File: src/rtl/gain_filter_pkg.sv
package gain_filter_pkg;
  typedef enum logic [1:0] {
    FLT_DIRECT  = 2'd0,
    FLT_HALF    = 2'd1,
    FLT_QUARTER = 2'd2,
    FLT_RSVD    = 2'd3
  } flt_mode_e;
endpackage

File: src/rtl/gain_frame_ctrl.sv
module gain_frame_ctrl
  import gain_filter_pkg::*;
#(
  parameter int GAIN_W = 7,
  parameter int SKIP_W = 4
) (
  input  logic              clk,
  input  logic              rst_n,
  input  logic              frame_start_i,
  input  logic              tgt_valid_i,
  input  logic [GAIN_W-1:0] tgt_gain_i,
  input  logic [SKIP_W-1:0] cfg_skip_i,
  input  logic [1:0]        cfg_mode_i,
  input  logic              cfg_en_i,
  output logic              upd_o,
  output logic [GAIN_W-1:0] tgt_q_o,
  output flt_mode_e         mode_o,
  output logic              en_o
);
  localparam logic [SKIP_W-1:0] CNT_TOP = {SKIP_W{1'b1}};

  logic [SKIP_W-1:0] skip_q, cnt_q;
  flt_mode_e         mode_q;
  logic              en_q, decide_q, have_q;
  logic [GAIN_W-1:0] tgt_q;
  logic              decide_on;

  // shadow registers: loaded only on the frame strobe
  always_ff @(posedge clk) begin
    if (!rst_n) begin
      skip_q   <= '0;
      mode_q   <= FLT_DIRECT;
      en_q     <= 1'b0;
      decide_q <= 1'b0;
    end else begin
      decide_q <= frame_start_i;
      if (frame_start_i) begin
        skip_q <= cfg_skip_i;
        mode_q <= flt_mode_e'(cfg_mode_i);
        en_q   <= cfg_en_i;
      end
    end
  end

  assign decide_on = decide_q && en_q;
  assign upd_o     = decide_on && have_q && (cnt_q >= skip_q);

  // target holding: newest beat wins, a used target is spent
  always_ff @(posedge clk) begin
    if (!rst_n) begin
      tgt_q  <= '0;
      have_q <= 1'b0;
    end else begin
      if (tgt_valid_i) begin
        tgt_q  <= tgt_gain_i;
        have_q <= 1'b1;
      end else if (upd_o) begin
        have_q <= 1'b0;
      end
    end
  end

  // frames since last update, saturating
  always_ff @(posedge clk) begin
    if (!rst_n) begin
      cnt_q <= '0;
    end else if (decide_on) begin
      if (upd_o)                cnt_q <= '0;
      else if (cnt_q != CNT_TOP) cnt_q <= cnt_q + 1'b1;
    end
  end

  assign tgt_q_o = tgt_q;
  assign mode_o  = mode_q;
  assign en_o    = en_q;
endmodule

File: src/rtl/gain_step_filter.sv
module gain_step_filter
  import gain_filter_pkg::*;
#(
  parameter int GAIN_W   = 7,
  parameter int GAIN_MAX = 64
) (
  input  flt_mode_e         mode_i,
  input  logic [GAIN_W-1:0] cur_i,
  input  logic [GAIN_W-1:0] tgt_i,
  output logic [GAIN_W-1:0] nxt_o
);
  localparam int EW = GAIN_W + 2;
  localparam logic [EW-1:0] LIMIT = EW'(GAIN_MAX);

  logic [EW-1:0] t, c, diff, thr, step, up_v, dn_v, res;
  logic          rising;

  always_comb begin
    t = EW'(tgt_i);
    if (t > LIMIT) t = LIMIT;
    c      = EW'(cur_i);
    rising = (t >= c);
    diff   = rising ? (t - c) : (c - t);
    thr    = c >> 2;
    step   = (mode_i == FLT_HALF) ? (t >> 1) : (t >> 2);
    up_v   = c + step;
    if (up_v > t) up_v = t;
    dn_v   = (c > step) ? (c - step) : '0;
    if (dn_v < t) dn_v = t;

    unique case (mode_i)
      FLT_HALF, FLT_QUARTER: begin
        if (diff > thr) res = t;
        else            res = rising ? up_v : dn_v;
      end
      default: res = t;
    endcase
    nxt_o = res[GAIN_W-1:0];
  end
endmodule

File: src/rtl/gain_update_filter.sv
module gain_update_filter
  import gain_filter_pkg::*;
#(
  parameter int GAIN_W    = 7,
  parameter int GAIN_MAX  = 64,
  parameter int GAIN_INIT = 16,
  parameter int SKIP_W    = 4
) (
  input  logic              clk,
  input  logic              rst_n,
  input  logic              frame_start_i,
  input  logic              tgt_valid_i,
  output logic              tgt_ready_o,
  input  logic [GAIN_W-1:0] tgt_gain_i,
  input  logic [SKIP_W-1:0] cfg_skip_i,
  input  logic [1:0]        cfg_mode_i,
  input  logic              cfg_en_i,
  output logic [GAIN_W-1:0] gain_o
);
  logic              upd_w, en_w;
  logic [GAIN_W-1:0] tgt_q_w, nxt_w, gain_q;
  flt_mode_e         mode_w;

  gain_frame_ctrl #(.GAIN_W(GAIN_W), .SKIP_W(SKIP_W)) ctrl_i (
    .clk          (clk),
    .rst_n        (rst_n),
    .frame_start_i(frame_start_i),
    .tgt_valid_i  (tgt_valid_i),
    .tgt_gain_i   (tgt_gain_i),
    .cfg_skip_i   (cfg_skip_i),
    .cfg_mode_i   (cfg_mode_i),
    .cfg_en_i     (cfg_en_i),
    .upd_o        (upd_w),
    .tgt_q_o      (tgt_q_w),
    .mode_o       (mode_w),
    .en_o         (en_w)
  );

  gain_step_filter #(.GAIN_W(GAIN_W), .GAIN_MAX(GAIN_MAX)) step_i (
    .mode_i(mode_w),
    .cur_i (gain_q),
    .tgt_i (tgt_q_w),
    .nxt_o (nxt_w)
  );

  always_ff @(posedge clk) begin
    if (!rst_n)     gain_q <= GAIN_W'(GAIN_INIT);
    else if (upd_w) gain_q <= nxt_w;
  end

  assign gain_o      = gain_q;
  assign tgt_ready_o = 1'b1;
endmodule

File: config.mk
export PLATFORM = sky130hd
export DESIGN_NAME = gain_update_filter
export DESIGN_NICKNAME = d
export VERILOG_FILES = /design/src/rtl/gain_filter_pkg.sv /design/src/rtl/gain_frame_ctrl.sv /design/src/rtl/gain_step_filter.sv /design/src/rtl/gain_update_filter.sv
export SDC_FILE = /design/constraint.sdc
export NUM_CORES = 1
export LEC_CHECK = 0
export BUFFER_PORTS_ARGS = -buffer_cell sky130_fd_sc_hd__buf_2
export CAP_MARGIN = 15
export CORE_MARGIN = 3
export CORE_UTILIZATION = 50
export CTS_CLUSTER_DIAMETER = 60
export CTS_CLUSTER_SIZE = 8
export DETAILED_ROUTE_END_ITERATION = 16
export GPL_TIMING_DRIVEN = 0
export PLACE_DENSITY = 0.79
export SETUP_SLACK_MARGIN = 0.5
export SLEW_MARGIN = 30
export SYNTH_ARGS = -nofsm -noshare
export SYNTH_HDL_FRONTEND = slang
export SYNTH_HIERARCHICAL = 1
export SYNTH_SLANG_ARGS = --single-unit
export TNS_END_PERCENT = 1
File: constraint.sdc
create_clock -name clk -period 11.5 [get_ports clk]
set_clock_uncertainty 0.05 [all_clocks]
set_input_delay 1.15 -clock clk [delete_from_list [all_inputs] [get_ports clk]]
set_output_delay 1.15 -clock clk [all_outputs]
set_load 0.005 [all_outputs]
==> results of run 1 <==
-- sequential cells by signal (all words and copies together), names as in the netlist --
signal / cells
ctrl_i/have_q: 1
ctrl_i/cnt_q: 4
ctrl_i/decide_q: 1
ctrl_i/skip_q: 4
ctrl_i/tgt_q_o: 7
gain_o: 7
ctrl_i/mode_o: 2
ctrl_i/en_o: 1
-- worst paths after layout --
kind | cells past startpoint | to | from | slack (ns)
worst max-delay path | 20 | gain_o[0]$_SDFFE_PN0P_ | ctrl_i/tgt_q_o[6]$_SDFFE_PN0P_ | 6.22
worst min-delay path | 2 | ctrl_i/tgt_q_o[1]$_SDFFE_PN0P_ | ctrl_i/tgt_q_o[1]$_SDFFE_PN0P_ | 0.45
worst max register to register | 20 | gain_o[0]$_SDFFE_PN0P_ | ctrl_i/tgt_q_o[6]$_SDFFE_PN0P_ | 6.22
worst min register to register | 2 | ctrl_i/tgt_q_o[1]$_SDFFE_PN0P_ | ctrl_i/tgt_q_o[1]$_SDFFE_PN0P_ | 0.45
-- layer usage --
layer | share of wire, % | routed length, um | global-route usage (%)
met1 | 44 | 3245 | 28.03
met2 | 50 | 3681 | 37.86
met3 | 4.8 | 353 | 1.553
met4 | 1.3 | 93 | 4.748
met5 | 0 | 0 | 0
-- power groups by stage --
| stage | registers (uW) | logic (uW) | clock network [uW] |
|---|---|---|---|
| after floorplan | 101 | 98.1 | 0 |
| after global placement | 101 | 121 | 0 |
| after detailed placement | 102 | 124 | 0 |
| after CTS | 99.3 | 125 | 54.5 |
| after global routing | 99.8 | 142 | 56.7 |
| final | 99.3 | 127 | 52.3 |
-- worst min-delay path, delay by kind of cell, from the launching register on --
kind,cells,cell delay (ns)
flops,1,0.33
mux,1,0.06
simple gates,1,0.07
-- placed cells by master (no fill, tap or decap), types with 2 or more instances in the layout --
master,instances
a2111o_1,2
buf_4,2
a21o_1,6
a22o_1,2
mux2i_1,22
clkbuf_1,8
o211a_1,2
a2111oi_0,2
nor2_1,34
o21ai_0,16
a22oi_1,5
o21a_1,5
o21ba_2,2
and2_1,4
buf_2,26
a21oi_1,19
a211oi_2,2
o32ai_1,2
ha_1,50
a31oi_1,2
inv_1,40
o21bai_1,3
xnor2_1,8
nor2b_1,17
and3_1,4
xor2_1,3
nor3_1,6
o22ai_1,6
a221oi_1,2
dfxtp_1,27
o31ai_1,3
nand3b_1,3
nand4_1,4
fa_1,4
nand3_1,4
o211ai_1,4
clkbuf_8,3
nand2_1,17
-- metrics by stage --
stage | area, um2 | cells | hold WS (ns) | setup WS [ns]
after floorplan | 3112 | 377 | 0.4020 | 7.055
after global placement | 3316 | 474 | 0.4160 | 6.384
after detailed placement | 3316 | 474 | 0.4339 | 6.325
after CTS | 3361 | 478 | 0.4549 | 6.282
after global routing | 3361 | 478 | 0.5027 | 5.887
final | 3361 | 478 | 0.4474 | 6.218
-- cells by family after synthesis --
group	count (synthesis)	synth area share, %
and+or+nand+nor	108	18.34
AOI/OAI and AO/OA	98	23.32
adders and majority gates	54	22.68
buffers and inverters	54	7.157
DFF	27	17.37
muxes	24	7.921
xor gates and xnor gates	11	3.096
other	1	0.1205
-- cell type report --
class,count,area (um2)
Buffer,14,72.57
Sequential cell,27,540.5
Clock buffer,4,45.04
Inverter,40,150.1
Fill cell,559,2630
Tap cell,75,93.84
Multi-Input combinational cell,296,2349
Timing Repair Buffer,22,110.1
==> key figures, run 1 <==
Status
  – Status: complete, no violations

Pwr
  – Leak Pwr: 0.001504 uW
  – Sw Share: 36.50%
  – Gate power share: 45.6%
  – Pint: approximately 180 uW
  – Maximum vdd ir drop: roughly 0.082 mV
  – Clk pwr share: a little under a fifth
  – Pwr Total: around 280 uW
  – Sequential share of power: 35.6%
  – Power per standard cell area: around 83 mW/mm2
  – Switching Power: slightly above 100 uW

Synth
  – Synth area leaders: ha_1, dfxtp_1, mux2i_1, inv_1, nor2_1
  – Synthesized flop and latch total: 27
  – Post-synth top flop: dfxtp_1
  – Asr flop ratio synth: 0%
  – Syn Area/Cell: just over 8 um2
  – Distinct cells, synth: 69
  – Synth Cell Area: 0.003112 mm2
  – Register area share after synthesis: between 10% and 20%
  – Post-synth top area share: 20.10%
  – Leading area contributor after synthesis: ha_1
  – Number of synthesized flops with an enable pin: 0
  – Most numerous cell in the Yosys netlist: ha_1
  – Syn_nets: approximately 450
  – Yosys Warn Count: 6
  – Post-Synthesis Cells: roughly 380
  – Synth top cells by count: ha_1, inv_1, nor2_1

Routing
  – Antenna Nets Post-Route: 0
  – Avg WL per Cell: roughly 15 um
  – First drt pass iteration count: 5
  – Drt initial violations: approximately 250
  – # DRC: 0
  – Post-Route WL: approximately 7400 um
  – Vias: around 2.8k
  – Vias per cell: approximately 5.9

Clocking
  – Clk sinks: 27
  – Clk_lat worst skew: 0.27 ns
  – Clock transition at the registers of the reported paths: around 0.080 ns
  – Hold Buf Count CTS: 0
  – Root buffer cell: clkbuf_8
  – CTS resizes: 0
  – Post-CTS setup buffer count: 0
  – H-tree depth: 1
  – Max Root-Sink Buffers: 2
  – CTS tree: yes
  – TritonCTS Buffers: 3

Floorplan
  – Total core area: 0.005991 mm2
  – Die Span X: 84.89 um
  – Row cnt: 28
  – I/O pin total: 26
  – Starting Density: 51.94%
  – Die Y: ~85 um
  – Die area: 0.007206 mm2

Timing
  – Worst-Margin Slew: ~0.61 ns
  – Rel. slew slack: between 50% and 60%
  – Tcrit/Tclk final: ~46%
  – Setup-failing EPs final: 0
  – Final min period: roughly 5.3 ns
  – RSZ-0062 raised after global routing: false
  – Setup TNS: 0 ns
  – Fmax achieved: about 190 MHz
  – Max Transition Viols Final: 0
  – Final hold violation count: 0

Flow run
  – # Max-Cap Violations: 0

Critical path
  – Worst path most repeated cell: nor2b_1
  – CP required: around 12 ns
  – Crit path buffers/inverters: 3
  – Kind of critical path: flop to flop
  – Crit path DAT: around 5.4 ns
  – Worst Setup Start Kind: flop
  – CP cell instances: clkbuf_1 > nor2b_1 > inv_1 > o21ai_0 > ha_1 > clkbuf_1 > or3b_2 > nor4b_1 > a31o_2 > nor2_1 > ha_1 > a21o_1 > a21oi_1 > nor2b_1 > a211o_1 > a22oi_1 > o21ai_0 > a32o_1 > mux2i_1 > nor2b_1
  – Crit path max fanout: 10
  – Crit-path leading delay family: compound AO/OA/AOI/OAI gates
  – CP peak stage delay: 0.49 ns
  – Crit. End Element: flop
  – Slowest CP cell: or3b_2

Finish
  – Post-Route Utilization: a little under three fifths
  – Area delta synth->final: 8.002%
  – Ant diodes: 0
  – Share of layout cells above drive strength 1: around 13%
  – Nets@finish: 476

Hold path
  – Worst hold-check path type: flop to flop

GRT
  – First-pass GRT wire length: about 13000 um
  – GRT Total Usage: roughly a fifth
  – Largest net degree at the start of global routing: 15
  – Total gr overflow: 0
  – Initial antenna violation count: 0
  – Vias in the first global route: 2748

Placed design
  – Hpwl dp: around 6000 um
  – GP Congestion: 0.8693
  – Number of port buffers: 22
(Power assumes the default switching activity.)
==> inputs of run 2 (changes only) <==
--- a/config.mk
+++ b/config.mk
@@ -5,6 +5,7 @@
 export SDC_FILE = /design/constraint.sdc
 export NUM_CORES = 1
 export LEC_CHECK = 0
+export ABC_AREA = 1
 export BUFFER_PORTS_ARGS = -buffer_cell sky130_fd_sc_hd__buf_2
 export CAP_MARGIN = 15
 export CORE_MARGIN = 3
@@ -13,7 +14,7 @@
 export CTS_CLUSTER_SIZE = 8
 export DETAILED_ROUTE_END_ITERATION = 16
 export GPL_TIMING_DRIVEN = 0
-export PLACE_DENSITY = 0.79
+export PLACE_DENSITY = 0.81
 export SETUP_SLACK_MARGIN = 0.5
 export SLEW_MARGIN = 30
 export SYNTH_ARGS = -nofsm -noshare
==> constraint.sdc (replaced) <==
create_clock -name clk -period 4.3 [get_ports clk]
set_clock_uncertainty 0.05 [all_clocks]
set_input_delay 0.43 -clock clk [delete_from_list [all_inputs] [get_ports clk]]
set_output_delay 0.43 -clock clk [all_outputs]
set_load 0.005 [all_outputs]
==> run 2 against run 1 <==
The run now ends with negative setup slack left. Synthesized area up 8.8%. Die area up 8.2%. Maximum frequency up 20%. Critical endpoint is now gain_o[6]$_SDFFE_PN0P_.
==> key figures, run 2 <==
Status
  – Status: complete, but fails checks
  – Violated checks: negative setup slack

Routing
  – Antenna Nets Post-Route: 0 (unchanged)
  – First drt pass iteration count: 6 (+1)
  – Avg WL per Cell: 14.84 um (-3.8%)
  – Drt initial violations: 247 (-2.4%)
  – Vias per cell: 5.574 (-5.6%)
  – Post-Route WL: 10090 um (+37%)
  – # DRC: 0 (unchanged)
  – Vias: 3790 (+34%)

Timing
  – Fmax achieved: 226.5 MHz (+20%)
  – RSZ-0062 raised after global routing: true
  – Final hold violation count: 0 (unchanged)
  – Tcrit/Tclk final: 102.7% (+57 points)
  – Setup-failing EPs final: 7 (+7)
  – Final min period: 4.415 ns (-0.8669 ns)
  – Final WS setup: -0.1152 ns (-6.333 ns)
  – Max Transition Viols Final: 0 (unchanged)

Clocking
  – Max Root-Sink Buffers: 2 (unchanged)
  – CTS tree: yes
  – Clock transition at the registers of the reported paths: 0.10 ns (+0.02 ns)
  – H-tree depth: 1 (unchanged)
  – Clk_lat worst skew: 0.27 ns (about the same)
  – Root buffer cell: clkbuf_8
  – Hold Buf Count CTS: 0 (unchanged)
  – TritonCTS Buffers: 3 (unchanged)
  – Clk sinks: 27 (unchanged)

Placed design
  – Number of port buffers: 24 (+9.1%)
  – Dpl cells: 646 (+36%)
  – GP Congestion: 0.9639 (+11%)
  – Pre-CTS WS: -0.4597 ns (-6.785 ns)
  – Hpwl dp: 6934 um (+13%)

GRT
  – First-pass GRT wire length: 15100 um (+19%)
  – Vias in the first global route: 3292 (+20%)
  – GRT Total Usage: 23.97% (+2.7 points)
  – Initial antenna violation count: 0 (unchanged)
  – Total gr overflow: 0 (unchanged)
  – Largest net degree at the start of global routing: 17 (+2)

Synth
  – Synth area leaders: ha_1, dfxtp_1, nand2_1, inv_1, nor2_1
  – Synth top cells by count: nand2_1, inv_1, nor2_1
  – Most numerous cell in the Yosys netlist: nand2_1
  – Distinct cells, synth: 39 (-43%)
  – Synth Area in Simple Gates: 34.84% (+17 points)
  – Syn_nets: 617 (+37%)
  – Yosys Warn Count: 6 (unchanged)
  – Main combinational cell family by area after synthesis: simple AND/OR/NAND/NOR gates
  – Synthesized flop and latch total: 27 (unchanged)
  – Mux contribution to synthesized area: 0% (-7.9 points)
  – Post-synth top area share: 18.47% (-1.6 points)
  – Post-Synthesis Cells: 545 (+45%)
  – Fraction of the mapped netlist area in compound gates: 12.41% (-11 points)
  – Synth Area in XOR/XNOR: 3.362% (+0.27 points)
  – Register area share after synthesis: 15.96% (-1.4 points)
  – Leading area contributor after synthesis: ha_1
  – Asr flop ratio synth: 0% (unchanged)
  – Number of synthesized flops with an enable pin: 0 (unchanged)
  – Post-Synth Adder-Cell Area: 20.83% (-1.8 points)
  – Post-synth top flop: dfxtp_1
  – Synth Cell Area: 0.003387 mm2 (+8.8%)
  – Syn Area/Cell: 6.215 um2 (-25%)

Finish
  – Non-filler cells, final: 680 (+42%)
  – Post-Route Utilization: 65.83% (+9.7 points)
  – Area delta synth->final: 25.53%
  – Number of fill cells: 557 (-0.36%)
  – Nets@finish: 676 (+42%)
  – Ant diodes: 0 (unchanged)
  – Reg area: 553.0 um2 (+2.3%)
  – Share of layout cells above drive strength 1: 27.69% (+15 points)
  – Most frequent cells in the layout: nand2_1, inv_1, nor2_1, ha_1, nand3_1
  – Most common cell after layout, fill and taps aside: nand2_1
  – Footprint of the multi-input gates: 0.002729 mm2 (+16%)

Pwr
  – Power per standard cell area: 263.2 mW/mm2 (+220%)
  – Leak Pwr: 0.002192 uW (+46%)
  – Pwr Total: 1119 uW (+300%)
  – Maximum vdd ir drop: 0.2707 mV (+230%)

Critical path
  – Slowest CP cell: dfxtp_4
  – Crit path DAT: 4.53 ns (-0.87 ns)
  – Crit path max fanout: 8 (-2)
  – Crit. End Element: flop
  – Worst Setup Start Kind: flop
  – Kind of critical path: flop to flop
  – CP peak stage delay: 0.40 ns (-0.09 ns)
  – CP required: 4.42 ns (-7.20 ns)
  – Worst path most repeated cell: inv_2

Floorplan
  – I/O pin total: 26 (unchanged)
  – Starting Density: 52.44% (+0.50 points)
  – Die Y: 88.31 um (+4.0%)
  – Die area: 0.007798 mm2 (+8.2%)
  – Row cnt: 29 (+3.6%)
  – Total core area: 0.006459 mm2 (+7.8%)
  – Die Span X: 88.31 um (+4.0%)

Flow run
  – # Max-Cap Violations: 0 (unchanged)

Hold path
  – Worst hold-check path type: input port to flop
run 2: cell count changes in the layout (fill, tap and decap cells not counted), sizes merged, moves of 8 or more:
cell,change
a21oi,+17
xor2,+8
inv,+52
nand2,+125
nand3,+41
mux2i,-22
buf,+29
nor2,+38
o21ai,+10
nor2b,-17
run 2: area by class of cell:
class	instances	area share [%]
inverters	96	8.976
well taps	77	2.266
plain buffers	9	1.530
clock inverters	1	0.1766
repair buffers	53	8.888
multi-input cells	414	64.18
clock buffers	3	0.9712
flip-flops and latches	27	13.01
run 2: power breakdown:
group,leakage [uW],total (uW),internal (uW),switching (uW)
logic,0.00195,701,282,419
registers,0.000224,274,262,12.0
clock network,0.0000217,145,65.7,79.0
run 2: final timing paths:
kind / cells past startpoint / to / start / slack, ns
min: 3 / ctrl_i/mode_o[1]$_SDFFE_PN0P_ / cfg_mode_i[1] / 0.32
min reg2reg: 2 / ctrl_i/have_q$_SDFFE_PN0P_ / ctrl_i/have_q$_SDFFE_PN0P_ / 0.42
max reg2reg: 37 / gain_o[6]$_SDFFE_PN0P_ / ctrl_i/tgt_q_o[3]$_SDFFE_PN0P_ / -0.12
max: 37 / gain_o[6]$_SDFFE_PN0P_ / ctrl_i/tgt_q_o[3]$_SDFFE_PN0P_ / -0.12
run 2: per-layer routing:
layer	GRT usage, %	up-vias	share of wire (%)
li1	-	1837	-
met1	31.82	1756	42
met2	40.38	165	48
met3	3.166	32	6.4
met4	7.418	0	3.5
met5	0	-	0
run 2: critical path: cells and delay by family (launching register included):
kind,cells,cell delay [ns]
fa+ha+maj,2,0.60
flops,1,0.40
xor+xnor,1,0.17
buf+inv,10,0.88
compound gates,1,0.19
simple gates,23,1.97
run 2: kinds of logic after synthesis:
| kind of cell | count (synthesis) |
|---|---|
| and+or+nand+nor | 269 |
| buffers and inverters | 105 |
| AOI/OAI and AO/OA | 76 |
| adders and majority gates | 54 |
| DFF | 27 |
| xor gates and xnor gates | 13 |
| other | 1 |
run 2: timing repair:
item                       CTS  global route
cloned                       0             1
pin swaps                   12            32
setup endpoints to repair    7             7
gates resized for setup     51            48
setup buffers               16            13
run 2: stage by stage:
stage               hold WS [ns]  cell area [um2]  TNS [ns]
finish                    0.3233             4252   -0.5859
global route              0.3191             4252    -2.091
CTS                       0.3226             3974         0
detailed placement        0.4096             3606    -2.957
global placement          0.4001             3606    -2.666
floorplan                 0.3857             3390         0
==> inputs of run 3 (changes only) <==
--- a/config.mk
+++ b/config.mk
@@ -14,7 +14,7 @@
 export CTS_CLUSTER_SIZE = 8
 export DETAILED_ROUTE_END_ITERATION = 16
 export GPL_TIMING_DRIVEN = 0
-export PLACE_DENSITY = 0.81
+export PLACE_DENSITY = 0.76
 export SETUP_SLACK_MARGIN = 0.5
 export SLEW_MARGIN = 30
 export SYNTH_ARGS = -nofsm -noshare
==> run 3 against run 2 <==
The flow still finishes with violations (negative setup slack). Worst hold slack about the same. Combinational power down 5.7%. Design area down 1.4%. Count of clock-buffer cells in the layout unchanged. Routed wire length down 5.8%. Die area unchanged. Critical path depth up 1. Via count down 5.0%. Total power down 3.9%. Largest cell class unchanged. Largest power group unchanged.
==> key figures, run 3 (synthesized netlist as in run 2, its figures left out) <==
Timing
  – RSZ-0062 raised after global routing: true
  – Final min period: 4.357 ns (-0.05841 ns)
  – Setup TNS: -0.2383 ns (+0.3477 ns)
  – Worst hold slack: 0.3234 ns (+0.00005300 ns)
  – Fmax achieved: 229.5 MHz (+1.3%)
  – Final hold violation count: 0 (unchanged)
  – Tcrit/Tclk final: 101.3% (-1.4 points)
  – Max Transition Viols Final: 0 (unchanged)
  – Final WS setup: -0.05675 ns (+0.05841 ns)
  – Setup-failing EPs final: 6 (-1)

Clocking
  – Root buffer cell: clkbuf_8
  – Max Root-Sink Buffers: 2 (unchanged)
  – TritonCTS Buffers: 3 (unchanged)
  – Hold Buf Count CTS: 0 (unchanged)
  – Clk_lat worst skew: 0.27 ns (about the same)
  – Clk sinks: 27 (unchanged)
  – H-tree depth: 1 (unchanged)
  – CTS tree: yes
  – Clock transition at the registers of the reported paths: 0.09 ns (about the same)

Pwr
  – Pwr Total: 1075 uW (-3.9%)
  – Sw Share: 45.52% (-0.066 points)
  – Pint: 585.8 uW (-3.8%)
  – Gate power share: 61.5% (-1.1 points)
  – Clk pwr share: 13.2% (+0.3 points)
  – Switching Power: 489.3 uW (-4.1%)
  – Sequential share of power: 25.3% (+0.8 points)
  – Maximum vdd ir drop: 0.2398 mV (-11%)
  – Leak Pwr: 0.002183 uW (-0.44%)
  – Power per standard cell area: 256.3 mW/mm2 (-2.6%)

GRT
  – First-pass GRT wire length: 14980 um (-0.78%)
  – Largest net degree at the start of global routing: 16 (-1)
  – Total gr overflow: 0 (unchanged)
  – GRT Total Usage: 23.93% (-0.038 points)
  – Initial antenna violation count: 0 (unchanged)
  – Vias in the first global route: 3260 (-0.97%)

Status
  – Violated checks: negative setup slack
  – Status: complete, but fails checks

Critical path
  – Crit path max fanout: 8 (unchanged)
  – Slowest CP cell: dfxtp_4
  – FF-to-FF Start: ctrl_i/tgt_q_o[2]$_SDFFE_PN0P_
  – Kind of critical path: flop to flop
  – Worst Setup Start Kind: flop
  – R2r setup slk: -0.06 ns (+0.06 ns)
  – Last element of the critical path: gain_o[6]$_SDFFE_PN0P_
  – Critical path startpoint: ctrl_i/tgt_q_o[2]$_SDFFE_PN0P_
  – Reg2Reg Depth: 38 (+2.7%)
  – Crit path DAT: 4.48 ns (-0.05 ns)
  – CP required: 4.43 ns (about the same)
  – Critical R2R Capture: gain_o[6]$_SDFFE_PN0P_
  – CP peak stage delay: 0.36 ns (-0.04 ns)
  – Crit. End Element: flop

Finish
  – Final instance area: 0.004194 mm2 (-1.4%)
  – Share of layout cells above drive strength 1: 27.44% (-0.25 points)
  – Most frequent cells in the layout: nand2_1, inv_1, nor2_1, ha_1, nand3_1
  – Number of fill cells: 581 (+4.3%)
  – Nets@finish: 667 (-1.3%)
  – Ant diodes: 0 (unchanged)
  – Most common cell after layout, fill and taps aside: nand2_1
  – Area delta synth->final: 23.83%
  – Post-Route Utilization: 64.94% (-0.89 points)

Floorplan
  – Total core area: 0.006459 mm2 (unchanged)
  – I/O pin total: 26 (unchanged)
  – Starting Density: 52.44% (unchanged)
  – Die Y: 88.31 um (unchanged)
  – Row cnt: 29 (unchanged)
  – Die area: 0.007798 mm2 (unchanged)
  – Die Span X: 88.31 um (unchanged)

Routing
  – Drt initial violations: 349 (+41%)
  – Vias per cell: 5.367 (-3.7%)
  – Avg WL per Cell: 14.16 um (-4.6%)
  – Vias: 3601 (-5.0%)
  – Antenna Nets Post-Route: 0 (unchanged)
  – Post-Route WL: 9503 um (-5.8%)
  – # DRC: 0 (unchanged)
  – First drt pass iteration count: 5 (-1)

Hold path
  – Worst hold-check path type: input port to flop

Placed design
  – Hpwl dp: 7038 um (+1.5%)
  – Number of port buffers: 24 (unchanged)
  – GP Congestion: 0.9399 (-2.5%)
  – Placement Cell Area: 0.003606 mm2 (unchanged)

Flow run
  – # Max-Cap Violations: 0 (unchanged)
run 3: power groups by stage:
stage               registers [uW]  clock network [uW]  logic [uW]
CTS                            272                 145         572
global route                   273                 158         735
floorplan                      273                   0         400
detailed placement             277                   0         506
global placement               276                   0         494
finish                         272                 142         661
run 3: critical path: cells and delay by family, from the launching register on:
kind	cells	cell delay, ns
AOI/OAI and AO/OA	1	0.16
DFF	1	0.36
xor gates and xnor gates	1	0.17
and+or+nand+nor	24	2.26
buffers and inverters	10	0.77
adders and majority gates	2	0.48
run 3: final cells by class:
cell class	count	area, um2	area share, %
buffer	9	68.82	1.641
clock buffer	3	41.29	0.9845
clock inverter	1	5.005	0.1193
inverter	96	370.4	8.831
multi-input combinational	413	2763	65.87
sequential	27	555.5	13.25
tap	77	96.34	2.297
timing repair buffer	45	294.0	7.011
run 3: how the worst min path moves through the flow:
stage                                          start                             end  slack [ns]  cells after the start
final                                  tgt_gain_i[3]  ctrl_i/tgt_q_o[3]$_SDFFE_PN0P_        0.32                      3
after global routing                   tgt_gain_i[3]  ctrl_i/tgt_q_o[3]$_SDFFE_PN0P_        0.33                      3
after CTS                              tgt_gain_i[3]  ctrl_i/tgt_q_o[3]$_SDFFE_PN0P_        0.32                      3
after detailed placement  ctrl_i/have_q$_SDFFE_PN0P_      ctrl_i/have_q$_SDFFE_PN0P_        0.40                      2
after global placement    ctrl_i/have_q$_SDFFE_PN0P_      ctrl_i/have_q$_SDFFE_PN0P_        0.40                      2
after floorplan           ctrl_i/have_q$_SDFFE_PN0P_      ctrl_i/have_q$_SDFFE_PN0P_        0.39                      2
run 3: layer usage:
layer  track usage [%]  vias to the layer above  wire [um]
met2             42.83                      114       4665
met5                 0                        -          0
met1             30.80                     1645       4227
met4             5.357                        0        214
met3             2.700                       27        396
li1                  -                     1815          -
run 3: what timing repair did:
item	in CTS	in global routing
pin swaps	19	29
buffers inserted	9	12
resized for setup	50	60
endpoints found under the setup margin	7	7
run 3: through the flow:
step / cells / setup slack [ns]
after floorplan: 545 / 0.5546
after global placement: 646 / -0.2903
after detailed placement: 646 / -0.4331
after CTS: 659 / 0.08413
after global routing: 671 / -0.3300
final: 671 / -0.05675
